[src/rtl/mash_pkg.sv]
package mash_pkg;

    // Highest modulator order the cascade supports.
    localparam int MAX_ORDER = 4;
    // Signed width of the noise-shaped offset (range -7..+8 fits in 6 bits).
    localparam int OFF_W     = 6;

    typedef enum logic [0:0] {
        PH_HIGH = 1'b0,
        PH_LOW  = 1'b1
    } phase_t;

    typedef logic signed [OFF_W-1:0] offset_t;

    // Widen one carry bit into a signed offset term.
    function automatic offset_t bit_term(input logic b);
        return offset_t'({{(OFF_W-1){1'b0}}, b});
    endfunction

endpackage

[src/rtl/mash_accum.sv]
module mash_accum #(
    parameter int W = 16
) (
    input  logic         clk_i,
    input  logic         rst_i,
    input  logic         step_i,
    input  logic         active_i,
    input  logic [W-1:0] addend_i,
    output logic [W-1:0] sum_o,
    output logic         carry_o
);

    logic [W-1:0] acc_q;
    logic [W:0]   total;

    assign total   = {1'b0, acc_q} + {1'b0, addend_i};
    assign sum_o   = active_i ? total[W-1:0] : '0;
    assign carry_o = active_i & total[W];

    always_ff @(posedge clk_i) begin
        if (rst_i || !active_i) begin
            acc_q <= '0;
        end else if (step_i) begin
            acc_q <= total[W-1:0];
        end
    end

endmodule

[src/rtl/mash_shaper.sv]
module mash_shaper
    import mash_pkg::*;
(
    input  logic                 clk_i,
    input  logic                 rst_i,
    input  logic                 step_i,
    input  logic [MAX_ORDER-1:0] carry_i,
    output offset_t              offset_o
);

    // Delayed copies of carries two, three and four.
    logic c2_d1;
    logic c3_d1, c3_d2;
    logic c4_d1, c4_d2, c4_d3;

    offset_t term1, term2, term3, term4;

    always_comb begin
        term1 = bit_term(carry_i[0]);
        // first difference of carry two
        term2 = bit_term(carry_i[1]) - bit_term(c2_d1);
        // second difference of carry three
        term3 = bit_term(carry_i[2]) - bit_term(c3_d1) - bit_term(c3_d1)
              + bit_term(c3_d2);
        // third difference of carry four
        term4 = bit_term(carry_i[3])
              - bit_term(c4_d1) - bit_term(c4_d1) - bit_term(c4_d1)
              + bit_term(c4_d2) + bit_term(c4_d2) + bit_term(c4_d2)
              - bit_term(c4_d3);
        offset_o = term1 + term2 + term3 + term4;
    end

    always_ff @(posedge clk_i) begin
        if (rst_i) begin
            c2_d1 <= 1'b0;
            c3_d1 <= 1'b0;
            c3_d2 <= 1'b0;
            c4_d1 <= 1'b0;
            c4_d2 <= 1'b0;
            c4_d3 <= 1'b0;
        end else if (step_i) begin
            c2_d1 <= carry_i[1];
            c3_d1 <= carry_i[2];
            c3_d2 <= c3_d1;
            c4_d1 <= carry_i[3];
            c4_d2 <= c4_d1;
            c4_d3 <= c4_d2;
        end
    end

endmodule

[src/rtl/frac_div_fsm.sv]
module frac_div_fsm
    import mash_pkg::*;
#(
    parameter int MOD_W = 9
) (
    input  logic             clk_i,
    input  logic             rst_i,
    input  logic [MOD_W-1:0] init_mod_i,
    input  logic [MOD_W-1:0] next_mod_i,
    output logic             clk_o,
    output logic             step_o,
    output logic [MOD_W-1:0] mod_o
);

    phase_t           state_q;
    logic [MOD_W-1:0] cnt_q;
    logic [MOD_W-1:0] cur_mod_q;
    logic [MOD_W-1:0] hi_last;

    // Count value on the last high cycle: M - floor(M/2) + 1.
    assign hi_last = cur_mod_q - (cur_mod_q >> 1) + MOD_W'(1);
    assign mod_o   = cur_mod_q;

    // State register and counter.
    always_ff @(posedge clk_i) begin
        if (rst_i) begin
            state_q   <= PH_HIGH;
            cnt_q     <= init_mod_i;
            cur_mod_q <= init_mod_i;
        end else begin
            unique case (state_q)
                PH_HIGH: begin
                    cnt_q <= cnt_q - MOD_W'(1);
                    if (cnt_q == hi_last) begin
                        state_q <= PH_LOW;
                    end
                end
                PH_LOW: begin
                    if (cnt_q == MOD_W'(1)) begin
                        cnt_q     <= next_mod_i;
                        cur_mod_q <= next_mod_i;
                        state_q   <= PH_HIGH;
                    end else begin
                        cnt_q <= cnt_q - MOD_W'(1);
                    end
                end
                default: state_q <= PH_HIGH;
            endcase
        end
    end

    // Outputs decoded from the state.
    always_comb begin
        clk_o  = 1'b0;
        step_o = 1'b0;
        unique case (state_q)
            PH_HIGH: clk_o  = 1'b1;
            PH_LOW:  step_o = (cnt_q == MOD_W'(1));
            default: clk_o  = 1'b0;
        endcase
    end

endmodule

[src/rtl/mash_frac_div.sv]
module mash_frac_div
    import mash_pkg::*;
#(
    parameter int INT_W = 8,
    parameter int ACC_W = 16
) (
    input  logic             clk_i,
    input  logic             rst_i,
    input  logic [INT_W-1:0] int_i,
    input  logic [ACC_W-1:0] frac_i,
    input  logic [1:0]       order_i,
    output logic             clk_o,
    output logic [INT_W:0]   mod_o
);

    localparam int MOD_W = INT_W + 1;
    localparam int SUM_W = MOD_W + 1;

    logic                 step;
    logic [ACC_W-1:0]     stage_sum [MAX_ORDER];
    logic [MAX_ORDER-1:0] carries;
    offset_t              offset;
    logic signed [SUM_W-1:0] mod_wide;
    logic [MOD_W-1:0]     next_mod;

    for (genvar k = 0; k < MAX_ORDER; k++) begin : g_stage
        logic [ACC_W-1:0] addend;
        logic             active;
        if (k == 0) begin : g_first
            assign addend = frac_i;
        end else begin : g_later
            assign addend = stage_sum[k-1];
        end
        assign active = (order_i >= 2'(k));
        mash_accum #(.W(ACC_W)) u_acc (
            .clk_i    (clk_i),
            .rst_i    (rst_i),
            .step_i   (step),
            .active_i (active),
            .addend_i (addend),
            .sum_o    (stage_sum[k]),
            .carry_o  (carries[k])
        );
    end

    mash_shaper u_shaper (
        .clk_i    (clk_i),
        .rst_i    (rst_i),
        .step_i   (step),
        .carry_i  (carries),
        .offset_o (offset)
    );

    assign mod_wide = $signed({2'b00, int_i})
                    + SUM_W'(offset);
    assign next_mod = mod_wide[MOD_W-1:0];

    frac_div_fsm #(.MOD_W(MOD_W)) u_fsm (
        .clk_i      (clk_i),
        .rst_i      (rst_i),
        .init_mod_i ({1'b0, int_i}),
        .next_mod_i (next_mod),
        .clk_o      (clk_o),
        .step_o     (step),
        .mod_o      (mod_o)
    );

endmodule

[config.mk]
export PLATFORM = sky130hd
export DESIGN_NAME = mash_frac_div
export DESIGN_NICKNAME = d
export VERILOG_FILES = /design/src/rtl/mash_pkg.sv /design/src/rtl/mash_accum.sv /design/src/rtl/mash_shaper.sv /design/src/rtl/frac_div_fsm.sv /design/src/rtl/mash_frac_div.sv
export SDC_FILE = /design/constraint.sdc
export NUM_CORES = 1
export LEC_CHECK = 0
export BUFFER_PORTS_ARGS = -buffer_cell sky130_fd_sc_hd__buf_2
export CORE_ASPECT_RATIO = 2
export CORE_MARGIN = 2
export CORE_UTILIZATION = 30
export CTS_CLUSTER_DIAMETER = 120
export DETAILED_ROUTE_END_ITERATION = 10
export PLACE_DENSITY = 0.5
export SYNTH_ARGS = -nofsm -noshare
export SYNTH_HDL_FRONTEND = slang
export SYNTH_HIERARCHICAL = 1
export SYNTH_SLANG_ARGS = --single-unit
[constraint.sdc]
create_clock -name clk_i -period 21.9 [get_ports clk_i]
set_clock_uncertainty 0.1 [all_clocks]
set_input_delay 2.19 -clock clk_i [delete_from_list [all_inputs] [get_ports clk_i]]
set_output_delay 2.19 -clock clk_i [all_outputs]
set_load 0.05 [all_outputs]
Yosys cells after proc, flatten, opt, wreduce, memory -nomap -nowiden
Index checks and enable logic that the tools add are counted.

storage, ports and cells
  register bits after elaboration = 89
  bits of input ports = 28
  output and inout port bits = 10

operators by class
  add/sub/neg operators = 22
  order comparisons = 4
  eq/ne operators = 2
  muxes and demuxes = 14
  bitwise operators = 5
  reduce and logical (&&, ||, !) cells = 12

operators by type and width
  operator             number
  $add 16x16->17       4
  $mux 16              3
  $mux 8               4
  $add 6x2->6          4
  $sub 6x2->6          4
  $pmux 9 s2           1
  $add 6x6->6          2
  $add 9x1->9 const B  1
  $add 9x6->9          1
  $eq 9x1->1 const B   1
  $eq 9x9->1           1
  $mux 9               1
  $sub 9x1->9 const B  1
  $sub 9x8->9          1
  $add 2x6->6          1
  $sub 1x1->2          3
  $and 1x1->1          4
  $ge 2x1->1 const B   2
  $ge 2x2->1 const B   2
  $logic_not 1->1      4
  $logic_or 1x1->1     4
  $mux 1               4
  $reduce_and 2->1     2
  $reduce_bool 2->1    2
  other kinds (2)      2

Longest topological paths before layout
  depth after elaboration = 20
  gate-level depth with buffers = 53
  gate-level depth less buffers = 50

Modules after synthesis
Netlist, hierarchy kept.

modules (own cells, without submodules)
  module                              instances  cells each  area an instance (um^2)  sequential area each (um^2)
  mash_accum at g_stage[1].u_acc ...  3          184         1,478.9                  320.3
  frac_div_fsm                        1          165         1,497.7                  470.5
  mash_accum at g_stage[0].u_acc      1          182         1,482.7                  320.3
  mash_shaper                         1          74          760.7                    120.1
  mash_frac_div                       1          45          359.1                    0.0

Worst setup path after synthesis
No wires, ideal clock.

  path type = input -> register
  start point = input port frac_i[0]
  end point = register u_fsm.cnt_q[7]
  library setup time = 0.129 ns
  data arrival time = 11.993 ns
  required time = 21.671 ns
  setup slack = 9.678 ns
  stages = 49
  buffers on the path = 3
  path through = ha_1 fa_1 a21o_1 a221oi_4 o21bai_1 xor2_1 and2_1 ha_1 clkbuf_1 a21oi_1 o21ai_0 o21bai_1 xor2_1 and2_1 ha_1 clkbuf_1 nand2_1 or3_1 (+13 left out) fa_1 fa_1 inv_1 fa_1 fa_1 inv_1 ha_1 fa_1 xor2_1 ha_1 nand2_1 nor3_1 mux2i_1 nand2_1 nor3_1 nor2_1 a21oi_1 o31ai_1

on the way
  word-level cells in the longest chain between the ends = 20
  elaborated cells between the ends (all ways) = 29
  classes of those cells = 19 x add/sub; 6 x mux; 4 x bitwise

RTL lines
  element                    line                 RTL
  from (decl)                mash_frac_div.sv:10  input logic [ACC_W-1:0] frac_i,
  $add 16x16->17             mash_accum.sv:16     assign total = {1'b0, acc_q} + {1'b0, addend_i};
  $mux 16                    mash_accum.sv:17     assign sum_o = active_i ? total[W-1:0] : '0;
  via g_stage[1].addend[8]   mash_frac_div.sv:27  logic [ACC_W-1:0] addend;
  $add 16x16->17             mash_accum.sv:16
  $mux 16                    mash_accum.sv:17
  via g_stage[2].addend[9]   mash_frac_div.sv:27
  $add 16x16->17             mash_accum.sv:16
  $mux 16                    mash_accum.sv:17
  via g_stage[3].addend[12]  mash_frac_div.sv:27
  (+2 left out)              n/a
  via carries[3]             mash_frac_div.sv:21  logic [MAX_ORDER-1:0] carries;
  (+6 left out)              n/a
  $sub 6x2->6                mash_shaper.sv:29    - bit_term(c4_d3);
  $add 6x6->6                mash_shaper.sv:30    offset_o = term1 + term2 + term3 + term4;
  via offset[4]              mash_frac_div.sv:22  offset_t offset;
  $add 9x6->9                mash_frac_div.sv:55  + SUM_W'(offset);
  via mod_wide[7]            mash_frac_div.sv:23  logic signed [SUM_W-1:0] mod_wide;
  $mux 9                     frac_div_fsm.sv:39   if (cnt_q == MOD_W'(1)) begin
  $pmux 9 s2                 frac_div_fsm.sv:31   unique case (state_q)
  $mux 8                     frac_div_fsm.sv:26   if (rst_i) begin
  to (signal assigned)       frac_div_fsm.sv:28   cnt_q <= init_mod_i;
  to (signal assigned)       frac_div_fsm.sv:33   cnt_q <= cnt_q - MOD_W'(1);
  to (signal assigned)       frac_div_fsm.sv:40   cnt_q <= next_mod_i;
  to (decl)                  frac_div_fsm.sv:16   logic [MOD_W-1:0] cnt_q;

The timed path passes the listed nets, and every way through them passes these cells.
A chain may end at the register's enable or synchronous reset.

Final worst setup path
Ends and elaborated chain as after synthesis.

==> flow_summary_export.csv <==
group,metric,value,unit
cells_and_area,layoutNonFillerInstCount,1368,
global_route,grt_use_total,0.155,
setup_path,cp_max_fo,8,
worst_hold_path,hold_path_class,"reg -> reg",
clocking,cts_max_level,3,
sta,relSlewSlack,0.471,
global_route,grt_antenna_before_repair,0,
setup_path,crit_required,22020,ps
setup_path,slowest_stage,"fa_1",
sta,post-route-min-period,12810,ps
logic_synthesis,netlist_instances,997,
sta,tightest_slew,792,ps
setup_path,slowest_delay,540,ps
sta,setup_violations,0,
power,p_per_area,43.2,mW/mm2
route,drt_iter0_markers,239,
power,max-vdd-ir-drop,0.0261,mV
sta,finalMaxSlewViolations,0,
clocking,cts_sinks,89,
route,via_per_inst,5.06,
clocking,cts.reportedPaths.clkPinSlew,60,ps
floorplanning,core_area,0.0275,mm2
clocking,hold_buffers,0,
global_route,grt_pass1_wl,35.4,mm
place,hpwl,17.5,mm
power,leakage,3.91,nW
cells_and_area,area_growth,8.88,%
floorplanning,die_area,0.0294,mm2
setup_path,end_kind,"register",
floorplanning,die_height,241,um
setup_path,criticalPathCategory,"in -> reg",
logic_synthesis,post_synth_instance_area,0.00840,mm2
clocking,numCtsBuffers,9,
place,placedCellCount,1354,
place,place_congestion,0.853,
cells_and_area,mostFrequentLayoutCells,"nor2_1 (103), ha_1 (101), dfxtp_1 (80)",
global_route,use_met3,0.0213,
route,drcViolationCount,0,
global_route,busiest_layer,"met2",
clocking,clk_latency,370,ps
sta,period_share,0.585,
global_route,grt_max_degree,46,
clocking,cts_resized,0,
sta,hold_violations,0,
cells_and_area,fin_util,0.332,
route,dr.pass1.iters,5,
route,wirelength,21.7,mm
sta,max_freq,78.1,MHz
cells_and_area,final_common_cell,"nor2_1",
global_route,grt_overflow,0,
sta,setup_tns,0,ps
floorplanning,die_x,122,um
clocking,post_cts_buffers,0,
global_route,met1_usage,0.133,
clocking,clockBufferDepth,2,
floorplanning,ios,38,
status,outcome,"finished clean",
clocking,cts_tree,"done",
cells_and_area,n_fill_cell,2968,
floorplanning,initial_utilization,0.305,
floorplanning,core.rowCount,86,
global_route,use_met2,0.315,
setup_path,cp-start-kind,"input pin",
route,routedWlPerCell,15.9,um
setup_path,arrival,12920,ps
logic_synthesis,synth_warnings,6,
logic_synthesis,avgSynthCellArea,8.42,um2
cells_and_area,layout.nets,1161,
power,p_total,395,uW
global_route,grt_pass1_vias,7427,
clocking,clk_root_buffer_cell,"clkbuf_16",
cells_and_area,n_antenna_cell,0,
sta,grt_setup_unrepaired,"false",
route,ant_nets,0,
cells_and_area,drive_above_1_share,0.0915,
run,cap_violations,0,
route,vias,6927,
setup_path,cp_common_cell,"ha_1",
place,port_buffers,37,
-- per-stage QoR --
| step | hold slack, ps | area, um2 | setup slack, ps |
|---|---|---|---|
| after floorplan | 346 | 8430 | 9680 |
| after global placement | 361 | 8890 | 8760 |
| after detailed placement | 362 | 8890 | 8710 |
| after CTS | 386 | 9150 | 9060 |
| after global routing | 396 | 9150 | 8330 |
| final | 383 | 9150 | 9090 |
-- final cells by class --
cell class / instances / area (um2) / area share
clock buffers: 13 / 250 / 0.0274
clock inverters: 1 / 5.00 / 0.000547
inverters: 60 / 225 / 0.0246
multi-input cells: 814 / 6150 / 0.673
flip-flops and latches: 89 / 1870 / 0.205
well taps: 352 / 440 / 0.0482
repair buffers: 39 / 200 / 0.0219
-- path summary, 6_finish.rpt --
path / to / from / slack [ps] / depth (start not counted)
worst max-delay path: u_fsm/cnt_q[7]$_DFF_P_ / frac_i[0] / 9090 / 47
worst min-delay path: g_stage[2].u_acc/acc_q[15]$_SDFFE_PP0P_ / g_stage[2].u_acc/acc_q[15]$_SDFFE_PP0P_ / 380 / 1
worst max register to register: u_fsm/cnt_q[7]$_DFF_P_ / g_stage[0].u_acc/acc_q[0]$_SDFFE_PP0P_ / 10730 / 46
worst min register to register: g_stage[2].u_acc/acc_q[15]$_SDFFE_PP0P_ / g_stage[2].u_acc/acc_q[15]$_SDFFE_PP0P_ / 380 / 1
-- worst max-delay path: cells and delay by family --
family                     cells  cell delay, ps
adders and majority gates     13            4980
and+or+nand+nor               14            2550
AOI/OAI and AO/OA             11            2290
xor gates and xnor gates       3             400
buffers and inverters          5             290
muxes                          1             210
-- metal layers --
layer	vias to the layer above	routed length [um]
li1	3558	-
met1	3179	7410
met2	126	12600
met3	64	454
met4	0	1270
met5	-	0
-- state kept, by name, indices dropped and copies added, names as in the netlist --
register	count
g_stage.u_acc/acc_q	64
u_shaper/c3_d1	1
u_shaper/c3_d2	1
u_fsm/mod_o	9
u_fsm/state_q	1
u_shaper/c2_d1	1
u_fsm/cnt_q	9
u_shaper/c4_d1	1
u_shaper/c4_d3	1
u_shaper/c4_d2	1
-- power breakdown --
group	switching, mW	internal (mW)
clock	0.0684	0.0788
combinational	0.0445	0.0300
sequential	0.00516	0.168
total	0.118	0.277
No activity file was read; power rests on OpenSTA's default activity.
